[config.mk]
export PLATFORM = sky130hd
export DESIGN_NAME = buck_cycle_timer
export DESIGN_NICKNAME = d
export VERILOG_FILES = /design/src/rtl/bct_pkg.sv /design/src/rtl/bct_soft_start.sv /design/src/rtl/bct_off_select.sv /design/src/rtl/bct_phase_ctl.sv /design/src/rtl/buck_cycle_timer.sv
export SDC_FILE = /design/constraint.sdc
export NUM_CORES = 1
export LEC_CHECK = 0
export BUFFER_PORTS_ARGS = -buffer_cell sky130_fd_sc_hd__buf_2
export CORE_ASPECT_RATIO = 2
export CORE_UTILIZATION = 30
export CTS_CLUSTER_DIAMETER = 100
export DETAILED_ROUTE_END_ITERATION = 12
export GPL_TIMING_DRIVEN = 0
export PLACE_DENSITY = 0.55
export SLEW_MARGIN = 20
export SYNTH_ARGS = -nofsm -noshare
export SYNTH_HDL_FRONTEND = slang
export SYNTH_SLANG_ARGS = --single-unit
[constraint.sdc]
create_clock -name clk -period 13.1 [get_ports clk]
set_input_delay 1.31 -clock clk [delete_from_list [all_inputs] [get_ports clk]]
set_output_delay 1.31 -clock clk [all_outputs]
set_load 0.05 [all_outputs]
[src/rtl/bct_pkg.sv]
package bct_pkg;
  typedef enum logic [1:0] {
    PH_IDLE  = 2'd0,
    PH_ON    = 2'd1,
    PH_OFF   = 2'd2,
    PH_FAULT = 2'd3
  } phase_t;
endpackage

[src/rtl/bct_soft_start.sv]
module bct_soft_start #(
  parameter int CW           = 16,
  parameter int TOFF_MAX_CYC = 65,
  parameter int SS_STEP_CYC  = 4
) (
  input  logic          clk,
  input  logic          rst_n,
  input  logic          reload_i,
  input  logic          step_i,
  output logic [CW-1:0] ss_o
);
  localparam logic [CW-1:0] SS_TOP  = CW'(TOFF_MAX_CYC);
  localparam logic [CW-1:0] SS_STEP = CW'(SS_STEP_CYC);

  always_ff @(posedge clk or negedge rst_n) begin
    if (!rst_n)          ss_o <= SS_TOP;
    else if (reload_i)   ss_o <= SS_TOP;
    else if (step_i)     ss_o <= (ss_o > SS_STEP) ? ss_o - SS_STEP : '0;
  end

  // the term never grows except on a reload
  p_ss_nonrise_r10: assert property (@(posedge clk) disable iff (!rst_n)
    !reload_i |=> ss_o <= $past(ss_o));
endmodule

[src/rtl/bct_off_select.sv]
module bct_off_select #(
  parameter int CW           = 16,
  parameter int TOFF_MIN_CYC = 62,
  parameter int TOFF_MAX_CYC = 65,
  parameter int QR_DLY_CYC   = 25
) (
  input  logic          clk,
  input  logic          rst_n,
  input  logic          active_i,
  input  logic [CW-1:0] off_cnt_i,
  input  logic [CW-1:0] fb_lat_i,
  input  logic [CW-1:0] ss_i,
  input  logic          zc_i,
  output logic          turn_on_o,
  output logic          qr_win_o
);
  localparam int AW = CW + 1;
  localparam logic [AW-1:0] MIN_X = AW'(TOFF_MIN_CYC);
  localparam logic [AW-1:0] MAX_X = AW'(TOFF_MAX_CYC);
  localparam logic [AW-1:0] QRD_X = AW'(QR_DLY_CYC);

  logic          zc_seen_q;
  logic [AW-1:0] qr_at_q;
  logic [AW-1:0] cnt_x, fb_x, ss_x;
  logic [AW-1:0] floor_a, floor_b, qr_eff, late, target;
  logic          zc_eff;

  assign cnt_x = {1'b0, off_cnt_i};
  assign fb_x  = {1'b0, fb_lat_i};
  assign ss_x  = {1'b0, ss_i};

  // valley event time, captured at the first zero-cross of the off period
  always_ff @(posedge clk or negedge rst_n) begin
    if (!rst_n) begin
      zc_seen_q <= 1'b0;
      qr_at_q   <= '0;
    end else if (!active_i) begin
      zc_seen_q <= 1'b0;
      qr_at_q   <= '0;
    end else if (zc_i && !zc_seen_q) begin
      zc_seen_q <= 1'b1;
      qr_at_q   <= cnt_x + QRD_X;
    end
  end

  always_comb begin
    zc_eff  = zc_seen_q | (active_i & zc_i);
    qr_eff  = zc_seen_q ? qr_at_q : cnt_x + QRD_X;
    floor_a = (fb_x > MIN_X) ? fb_x : MIN_X;
    floor_b = (ss_x > floor_a) ? ss_x : floor_a;
    late    = (qr_eff > floor_b) ? qr_eff : floor_b;
    if (!zc_eff)            target = MAX_X;
    else if (late > MAX_X)  target = MAX_X;
    else                    target = late;
    turn_on_o = active_i & ((cnt_x + AW'(1)) >= target);
    qr_win_o  = zc_eff & (qr_eff >= floor_b);
  end
endmodule

[src/rtl/bct_phase_ctl.sv]
module bct_phase_ctl
  import bct_pkg::*;
#(
  parameter int CW           = 16,
  parameter int LEB_CYC      = 20,
  parameter int TON_MAX_CYC  = 2500,
  parameter int TOFF_MIN_CYC = 62,
  parameter int TOFF_MAX_CYC = 65
) (
  input  logic          clk,
  input  logic          rst_n,
  input  logic          start_i,
  input  logic          stop_i,
  input  logic          cs_limit_i,
  input  logic          ocp_i,
  input  logic [CW-1:0] fb_toff_i,
  input  logic          turn_on_i,
  input  logic          qr_win_i,
  output logic          off_active_o,
  output logic [CW-1:0] cnt_o,
  output logic [CW-1:0] fb_lat_o,
  output logic          ss_reload_o,
  output logic          ss_step_o,
  output logic          gate_o,
  output logic          qr_mode_o,
  output logic          ocp_fault_o
);
  localparam logic [CW-1:0] LEB_C  = CW'(LEB_CYC);
  localparam logic [CW-1:0] TON_LC = CW'(TON_MAX_CYC - 1);

  phase_t        ph_q;
  logic [CW-1:0] cnt_q;
  logic          start_q, start_rise, unblanked, idle_like;

  assign start_rise   = start_i & ~start_q;
  assign unblanked    = cnt_q >= LEB_C;
  assign idle_like    = (ph_q == PH_IDLE) || (ph_q == PH_FAULT);
  assign ss_reload_o  = !stop_i && start_rise && idle_like;
  assign ss_step_o    = !stop_i && (ph_q == PH_OFF) && turn_on_i;
  assign off_active_o = (ph_q == PH_OFF);
  assign cnt_o        = cnt_q;
  assign gate_o       = (ph_q == PH_ON);
  assign ocp_fault_o  = (ph_q == PH_FAULT);

  always_ff @(posedge clk or negedge rst_n) begin
    if (!rst_n) start_q <= 1'b0;
    else        start_q <= start_i;
  end

  always_ff @(posedge clk or negedge rst_n) begin
    if (!rst_n) begin
      ph_q      <= PH_IDLE;
      cnt_q     <= '0;
      fb_lat_o  <= '0;
      qr_mode_o <= 1'b0;
    end else if (stop_i) begin
      ph_q      <= PH_IDLE;
      cnt_q     <= '0;
      qr_mode_o <= 1'b0;
    end else begin
      case (ph_q)
        PH_IDLE, PH_FAULT: begin
          if (start_rise) begin
            ph_q  <= PH_ON;
            cnt_q <= '0;
          end
        end
        PH_ON: begin
          if (unblanked && ocp_i) begin
            ph_q  <= PH_FAULT;
            cnt_q <= '0;
          end else if ((unblanked && cs_limit_i) || cnt_q == TON_LC) begin
            ph_q     <= PH_OFF;
            cnt_q    <= '0;
            fb_lat_o <= fb_toff_i;
          end else begin
            cnt_q <= cnt_q + 1'b1;
          end
        end
        PH_OFF: begin
          if (turn_on_i) begin
            ph_q      <= PH_ON;
            cnt_q     <= '0;
            qr_mode_o <= qr_win_i;
          end else begin
            cnt_q <= cnt_q + 1'b1;
          end
        end
        default: ph_q <= PH_IDLE;
      endcase
    end
  end

  // the flags cannot end an on-time inside the blanking window
  p_blank_hold_r3: assert property (@(posedge clk) disable iff (!rst_n)
    (ph_q == PH_ON && cnt_q < LEB_C && !stop_i) |=> ph_q == PH_ON);
  // on-time never passes its cap
  p_ton_cap_r4: assert property (@(posedge clk) disable iff (!rst_n)
    ph_q == PH_ON |-> cnt_q <= TON_LC);
  // a turn-on request never comes before the minimum off-time
  p_off_floor_r8: assert property (@(posedge clk) disable iff (!rst_n)
    (ph_q == PH_OFF && turn_on_i) |-> (cnt_q + 1'b1) >= CW'(TOFF_MIN_CYC));
  // off-time never runs past the maximum
  p_off_cap_r9: assert property (@(posedge clk) disable iff (!rst_n)
    ph_q == PH_OFF |-> cnt_q < CW'(TOFF_MAX_CYC));
  // stop forces the gate low on the next cycle
  p_stop_low_r12: assert property (@(posedge clk) disable iff (!rst_n)
    stop_i |=> !gate_o && cnt_q == '0);
endmodule

[src/rtl/buck_cycle_timer.sv]
module buck_cycle_timer #(
  parameter int CW           = 16,
  parameter int LEB_CYC      = 20,
  parameter int TON_MAX_CYC  = 2500,
  parameter int QR_DLY_CYC   = 25,
  parameter int TOFF_MIN_CYC = 62,
  parameter int TOFF_MAX_CYC = 65,
  parameter int SS_STEP_CYC  = 4
) (
  input  logic          clk,
  input  logic          rst_n,
  input  logic          start_i,
  input  logic          stop_i,
  input  logic          cs_limit_i,
  input  logic          ocp_i,
  input  logic          zc_i,
  input  logic [CW-1:0] fb_toff_i,
  output logic          gate_o,
  output logic          qr_mode_o,
  output logic          ocp_fault_o
);
  logic          off_active, turn_on, qr_win, ss_reload, ss_step;
  logic [CW-1:0] cnt, fb_lat, ss_term;

  bct_phase_ctl #(
    .CW(CW), .LEB_CYC(LEB_CYC), .TON_MAX_CYC(TON_MAX_CYC),
    .TOFF_MIN_CYC(TOFF_MIN_CYC), .TOFF_MAX_CYC(TOFF_MAX_CYC)
  ) u_phase (
    .clk(clk), .rst_n(rst_n), .start_i(start_i), .stop_i(stop_i),
    .cs_limit_i(cs_limit_i), .ocp_i(ocp_i), .fb_toff_i(fb_toff_i),
    .turn_on_i(turn_on), .qr_win_i(qr_win), .off_active_o(off_active),
    .cnt_o(cnt), .fb_lat_o(fb_lat), .ss_reload_o(ss_reload),
    .ss_step_o(ss_step), .gate_o(gate_o), .qr_mode_o(qr_mode_o),
    .ocp_fault_o(ocp_fault_o)
  );

  bct_off_select #(
    .CW(CW), .TOFF_MIN_CYC(TOFF_MIN_CYC), .TOFF_MAX_CYC(TOFF_MAX_CYC),
    .QR_DLY_CYC(QR_DLY_CYC)
  ) u_offsel (
    .clk(clk), .rst_n(rst_n), .active_i(off_active), .off_cnt_i(cnt),
    .fb_lat_i(fb_lat), .ss_i(ss_term), .zc_i(zc_i),
    .turn_on_o(turn_on), .qr_win_o(qr_win)
  );

  bct_soft_start #(
    .CW(CW), .TOFF_MAX_CYC(TOFF_MAX_CYC), .SS_STEP_CYC(SS_STEP_CYC)
  ) u_ss (
    .clk(clk), .rst_n(rst_n), .reload_i(ss_reload), .step_i(ss_step),
    .ss_o(ss_term)
  );

  // a fault can only begin from an on-time
  p_fault_from_on_r5: assert property (@(posedge clk) disable iff (!rst_n)
    $rose(ocp_fault_o) |-> $past(gate_o));
endmodule

# After elaboration in Yosys (flattened, before gate mapping)
# Cells that the tools add are included.
# totals
input_bits	23
reg_bits	70
output_inout_bits	3
wordCells	83
# op_classes
n_eq_ne	8
n_bitwise	8
mux	28
n_reduce_logical	19
n_lt_le_gt_ge	8
add_sub_neg	4
# ops
operator	count
16-bit 2-to-1 mux	9
17-bit 2-to-1 mux	7
16-bit case mux with 3 select lines	1
17-bit >= comparator	2
16-bit by 1-bit adder with 17-bit output (second input constant)	1
16-bit by 5-bit adder with 17-bit output (second input constant)	1
16-bit by 17-bit > comparator with 1-bit output	1
17-bit > comparator	1
17-bit by 7-bit > comparator with 1-bit output (second input constant)	1
16-bit by 1-bit adder with 16-bit output (second input constant)	1
16-bit by 12-bit equality test with 1-bit output (second input constant)	1
16-bit by 5-bit >= comparator with 1-bit output (second input constant)	1
16-bit by 3-bit > comparator with 1-bit output (second input constant)	1
16-bit by 6-bit > comparator with 1-bit output (second input constant)	1
16-bit by 3-bit subtractor with 16-bit output (second input constant)	1
2-bit 2-to-1 mux	5
1-bit logical AND	7
2-bit case mux with 3 select lines	1
2-bit nonzero test	3
1-bit 2-to-1 mux	5
1-bit bitwise AND	4
2-bit equality test (second input constant)	2
4-bit by 2-bit != test with 1-bit output (second input constant)	1
4-bit AND reduction	1
12 further kinds	16

# Depth between registers and ports, before layout
# depth
depth_word	14
depth_mapped	30

# By module
# Synthesis repeated with hierarchy kept, for this count alone.
# unflattened
cells_unflattened	648
hier_area_um2	5949.5
# modules_own_cells
mod	cells_each	instances	area_per_inst_um2
bct_off_select	392	1	3196.8
bct_phase_ctl	167	1	1888.1
bct_soft_start	89	1	864.6

# Least setup slack after synthesis
# OpenSTA, ideal clock, no wires.
# synth_path
path_kind	flip-flop to flip-flop
startpoint	reg u_phase.fb_lat_o[10]
endpoint	reg u_phase.ph_q[0]
path_buffers	3
setup_slack_ps	6783
stages_incl_launch_ff	30
arrival_time_ps	6192
synth_period_minus_slack_ps	6317
cell_sequence	dfrtp_1 > nor4_1 > and4_1 > buf_2 > nor2_1 > ha_1 > a21oi_1 > a21oi_1 > o31ai_1 > and4_1 > or2_1 > buf_2 > buf_2 > mux2i_1 > ha_1 > nand2_1 > o21a_1 > o211a_1 > a211oi_1 > or2_2 > nand4_4 > o32a_1 > ha_1 > nor2b_1 > o31ai_1 > a21oi_1 > o311a_1 > o32a_1 > o21ai_0 > mux2_2
# synth_via
elab_chain_len	13
# synth_rtl
element	line_no	rtl
from (decl)	bct_phase_ctl.sv:21	output logic [CW-1:0] fb_lat_o,
from (signal assigned)	bct_phase_ctl.sv:75	fb_lat_o <= fb_toff_i;
16-bit by 6-bit > comparator with 1-bit output	bct_off_select.sv:49	floor_a = (fb_x > MIN_X) ? fb_x : MIN_X;
16-bit 2-to-1 mux *	bct_off_select.sv:49	
16-bit by 17-bit > comparator with 1-bit output	bct_off_select.sv:50	floor_b = (ss_x > floor_a) ? ss_x : floor_a;
17-bit 2-to-1 mux *	bct_off_select.sv:50	
17-bit > comparator	bct_off_select.sv:51	late = (qr_eff > floor_b) ? qr_eff : floor_b;
17-bit 2-to-1 mux *	bct_off_select.sv:51	
17-bit by 7-bit > comparator with 1-bit output	bct_off_select.sv:53	else if (late > MAX_X) target = MAX_X;
17-bit 2-to-1 mux *	bct_off_select.sv:53	
17-bit 2-to-1 mux *	bct_off_select.sv:52	if (!zc_eff) target = MAX_X;
17-bit >= comparator *	bct_off_select.sv:55	turn_on_o = active_i & ((cnt_x + AW'(1)) >= target);
1-bit bitwise AND *	bct_off_select.sv:55	
3-bit != test (no line) *	n/a	
3-bit AND reduction (no line) *	n/a	
to (signal assigned)	bct_phase_ctl.sv:52	ph_q <= PH_IDLE;
to (signal assigned)	bct_phase_ctl.sv:57	ph_q <= PH_IDLE;
to (signal assigned)	bct_phase_ctl.sv:64	ph_q <= PH_ON;
to (decl)	bct_phase_ctl.sv:31	phase_t ph_q;
# Mark *: on every way between the ends. The rest lies on a longest branch, timed or not.
# A chain may end at the register's enable or synchronous reset.

# Worst setup path after layout
# layout_path
startpoint	reg u_phase.fb_lat_o[15]
endpoint	reg u_ss.ss_o[8]
# layout_via
elab_chain_len	13
# layout_rtl
element	line_no	rtl
16-bit by 6-bit > comparator with 1-bit output	bct_off_select.sv:49	
16-bit 2-to-1 mux *	bct_off_select.sv:49	
16-bit by 17-bit > comparator with 1-bit output	bct_off_select.sv:50	
17-bit 2-to-1 mux *	bct_off_select.sv:50	
17-bit > comparator	bct_off_select.sv:51	
17-bit 2-to-1 mux *	bct_off_select.sv:51	
17-bit by 7-bit > comparator with 1-bit output	bct_off_select.sv:53	
17-bit 2-to-1 mux *	bct_off_select.sv:53	
17-bit 2-to-1 mux *	bct_off_select.sv:52	
17-bit >= comparator *	bct_off_select.sv:55	
1-bit bitwise AND *	bct_off_select.sv:55	
1-bit logical AND *	bct_phase_ctl.sv:39	assign ss_step_o = !stop_i && (ph_q == PH_OFF) && turn_on_i;
2-bit nonzero test (no line) *	n/a	
to (signal assigned)	bct_soft_start.sv:18	else if (step_i) ss_o <= (ss_o > SS_STEP) ? ss_o - SS_STEP : '0;
to (decl)	bct_soft_start.sv:10	output logic [CW-1:0] ss_o
# Marks and branches as above.

==> flow_summary.ini <==
[status]
status = finished clean

[clocking]
postCtsResizedCells = 0
cts_buffers = 9
htreeDepth = 3
post-cts-setup-buffers = 0
cts_tree = done
cts-root-buf = clkbuf_16
clock_sinks = 69
hold_buffers = 0
clockBufferDepth = 2
clk_latency_ps = 340
path_clk_slew_ps = 50

[cells_and_area]
antenna_cells_inserted = 0
finish.net_count = 719
multi_input_area_um2 = 3490
drive_gt1_share_pct = 13.4
syn2layout_area_growth_pct = 14.0
nFillCells = 1801
regArea_um2 = 1730
finish.utilization_pct = 34.8

[global_route]
grt_pass1_wl_um = 25900
grt_overflow = 0
grtUsageTotal_pct = 18.4
antenna_found_initial = 0
grt_pass1_vias = 5120
grt_max_degree = 53

[die]
io_pins = 26
num_rows = 69
dieArea_um2 = 18600
die_x_um = 97.0
fp.dieH_um = 192
core_area_um2 = 17700
start_util_pct = 30.6

[pwr]
p_leak_nw = 3.03
switching_share_pct = 33.1
p_int_w = 0.000433
p_seq_share_pct = 35.7
power_density_nw_per_um2 = 105
clkPwrFrac_pct = 39.1
p_comb_share_pct = 25.2
power.switching_w = 0.000215
max-vdd-ir-drop_v = 0.0000506

[setup_path]
worst-r2r-setup-slack_ps = 5320
end_kind = flip-flop
critPathArrivalTime_ps = 8060
crit_type = flip-flop to flip-flop
crit_fanout = 10
slowest_stage = clkbuf_1
r2r_end = u_ss.ss_o[8]
required_ps = 13380
rr_startpoint = u_phase.fb_lat_o[15]
start_kind = flip-flop
reg2regPathDepth = 29
critPathMaxStageDelay_ps = 480

[sta]
setup_tns_ps = 0
clock_skew_ps = 5.68
maxSlewViolCount = 0
max_freq_mhz = 129
relSlewSlack_pct = 30.9
grt_setup_unrepaired = false
setup_violations = 0
fin_crit_sh_pct = 59.4
hold_violations = 0
hold_ws_ps = 475
tightest_slew_ps = 1030
fin_crit_ps = 7780
fin_ws_ps = 5320

[yosys]
synthDistinctLibCells = 65
yosys_warnings = 0
syn-cell-area_um2 = 5410
synthCells = 595
synth_seq_cells = 69
synth.avg_cell_area_um2 = 9.09
synth-main-ff-cell = dfrtp_1
async_flop_share_pct = 100
ys_seq_area_share_pct = 32.0
synth-edff-count = 0

[routing]
vias = 4836
drc = 0
drt_iter0_drc = 185
drt_wl_total_um = 16700
viasPerCell = 5.64
drt_first_pass_iters = 4
post_drt_wl_per_cell_um = 19.5
antenna_left = 0

[job]
max_cap_viol_count = 0

[placement]
post-place-ws_ps = 5360
gp_congestion = 0.890
dpl.hpwl_um = 13700
port_buffers = 25

[hold_path]
hold_path_startpoint = u_offsel.qr_at_q[10]
min_path_cells = 1
min_to = u_offsel.qr_at_q[10]
hold_class = flip-flop to flip-flop
routing by layer:
| layer | GRT usage (%) | vias up | share of wire [%] |
|---|---|---|---|
| met5 | 0 | - | 0 |
| met4 | 16.6 | 0 | 8.5 |
| met3 | 2.66 | 66 | 2.6 |
| met2 | 37.8 | 133 | 58 |
| met1 | 14.2 | 2351 | 31 |
| li1 | - | 2286 | - |
cells in the mapped netlist, types with 6 or more instances:
cell type | number | area share (%)
or2_2 | 6 | 0.69
a22o_1 | 28 | 4.5
a21oi_1 | 23 | 2.1
o21ai_0 | 29 | 2.7
o21a_1 | 8 | 1.1
a21o_1 | 11 | 1.5
nand3_1 | 14 | 1.3
a211oi_1 | 7 | 0.97
nor4_1 | 13 | 1.5
ha_1 | 55 | 13
nand2_1 | 62 | 4.3
nand4_1 | 12 | 1.4
buf_2 | 12 | 1.1
dfrtp_1 | 67 | 31
mux2i_1 | 14 | 2.6
xor2_1 | 13 | 2.1
inv_1 | 26 | 1.8
nor2b_1 | 7 | 0.81
nor3_1 | 16 | 1.5
mux2_2 | 17 | 3.5
clkbuf_1 | 16 | 1.1
nor2_1 | 37 | 2.6
xnor2_1 | 10 | 1.6
o31ai_1 | 6 | 0.83
metrics by stage:
step,total power (W),std cells,area [um2]
4_1_cts,0.000655,857,6170
5_1_grt,0.000679,857,6170
3_5_place_dp,0.000399,843,5870
3_3_place_gp,0.000394,842,5840
6_report,0.000648,857,6170
2_1_floorplan,0.000342,604,5450
area by class of cell:
| class | instances | area share [%] |
|---|---|---|
| Buffer | 31 | 2.13 |
| Clock buffer | 13 | 4.38 |
| Clock inverter | 1 | 0.487 |
| Inverter | 26 | 1.58 |
| Multi-Input combinational cell | 478 | 56.5 |
| Sequential cell | 69 | 28.0 |
| Tap cell | 213 | 4.32 |
| Timing Repair Buffer | 26 | 2.52 |
state kept, by name, summed over array words and instances, names as in the netlist:
name / flops
u_phase.qr_mode_o: 1
u_phase.ph_q: 2
u_offsel.zc_seen_q: 1
u_phase.cnt_o: 16
u_ss.ss_o: 15
u_phase.start_q: 1
u_phase.fb_lat_o: 16
u_offsel.qr_at_q: 17
worst max-delay path, delay by kind of cell (launching register included):
family	cells	cell delay, ps
AOI/OAI and AO/OA	11	2950
and+or+nand+nor	10	2050
buffers and inverters	4	1210
adders and majority gates	3	940
DFF	1	410
muxes	1	140
worst max-delay path by stage:
stage | startpoint | end | slack (ps) | depth (start not counted)
2_1_floorplan | u_phase.fb_lat_o[10] | u_phase.ph_q[0] | 6780 | 29
3_3_place_gp | u_phase.fb_lat_o[10] | u_ss.ss_o[9] | 5510 | 29
3_5_place_dp | u_phase.fb_lat_o[10] | u_ss.ss_o[5] | 5360 | 29
4_1_cts | u_phase.fb_lat_o[10] | u_ss.ss_o[5] | 5330 | 29
5_1_grt | u_phase.fb_lat_o[10] | u_ss.ss_o[7] | 4850 | 29
6_report | u_phase.fb_lat_o[15] | u_ss.ss_o[8] | 5320 | 29
cell families (layout without fill, tap and decap cells):
logic type	count (synthesis)	count (layout)	share of synthesized area, %
and+or+nand+nor	206	206	19.9
AOI/OAI and AO/OA	151	151	20.8
adders and majority gates	55	55	12.7
xor gates and xnor gates	23	23	3.72
muxes	33	33	6.68
other	1	10	0.0693
buffers and inverters	57	97	4.23
DFF	69	69	32.0
placed cells by master, fill, tap and decap left out, types with 6 or more instances in the layout:
cell	synthesis	routed
xnor2_1	10	10
nor2b_1	7	7
ha_1	55	55
o21ai_0	29	29
a211oi_1	7	7
clkbuf_16	0	9
conb_1	1	10
a21o_1	11	11
mux2_2	17	17
nand3_1	14	14
mux2i_1	14	14
nor4_1	13	13
clkbuf_1	16	17
o21a_1	8	8
nand2_1	62	62
buf_2	12	36
xor2_1	13	13
or2_2	6	6
o31ai_1	6	6
a22o_1	28	28
nand4_1	12	12
dfrtp_1	67	67
nor2_1	37	37
inv_1	26	26
nor3_1	16	16
a21oi_1	23	23
power by group through the flow:
stage | Sequential [W] | Clock, W | Combinational (W)
after floorplan | 0.000232 | 0 | 0.000110
after global placement | 0.000235 | 0 | 0.000159
after detailed placement | 0.000235 | 0 | 0.000163
after CTS | 0.000232 | 0.000259 | 0.000164
after global routing | 0.000233 | 0.000268 | 0.000178
final | 0.000232 | 0.000253 | 0.000163
Note: power is estimated with default switching activity, not from simulation.
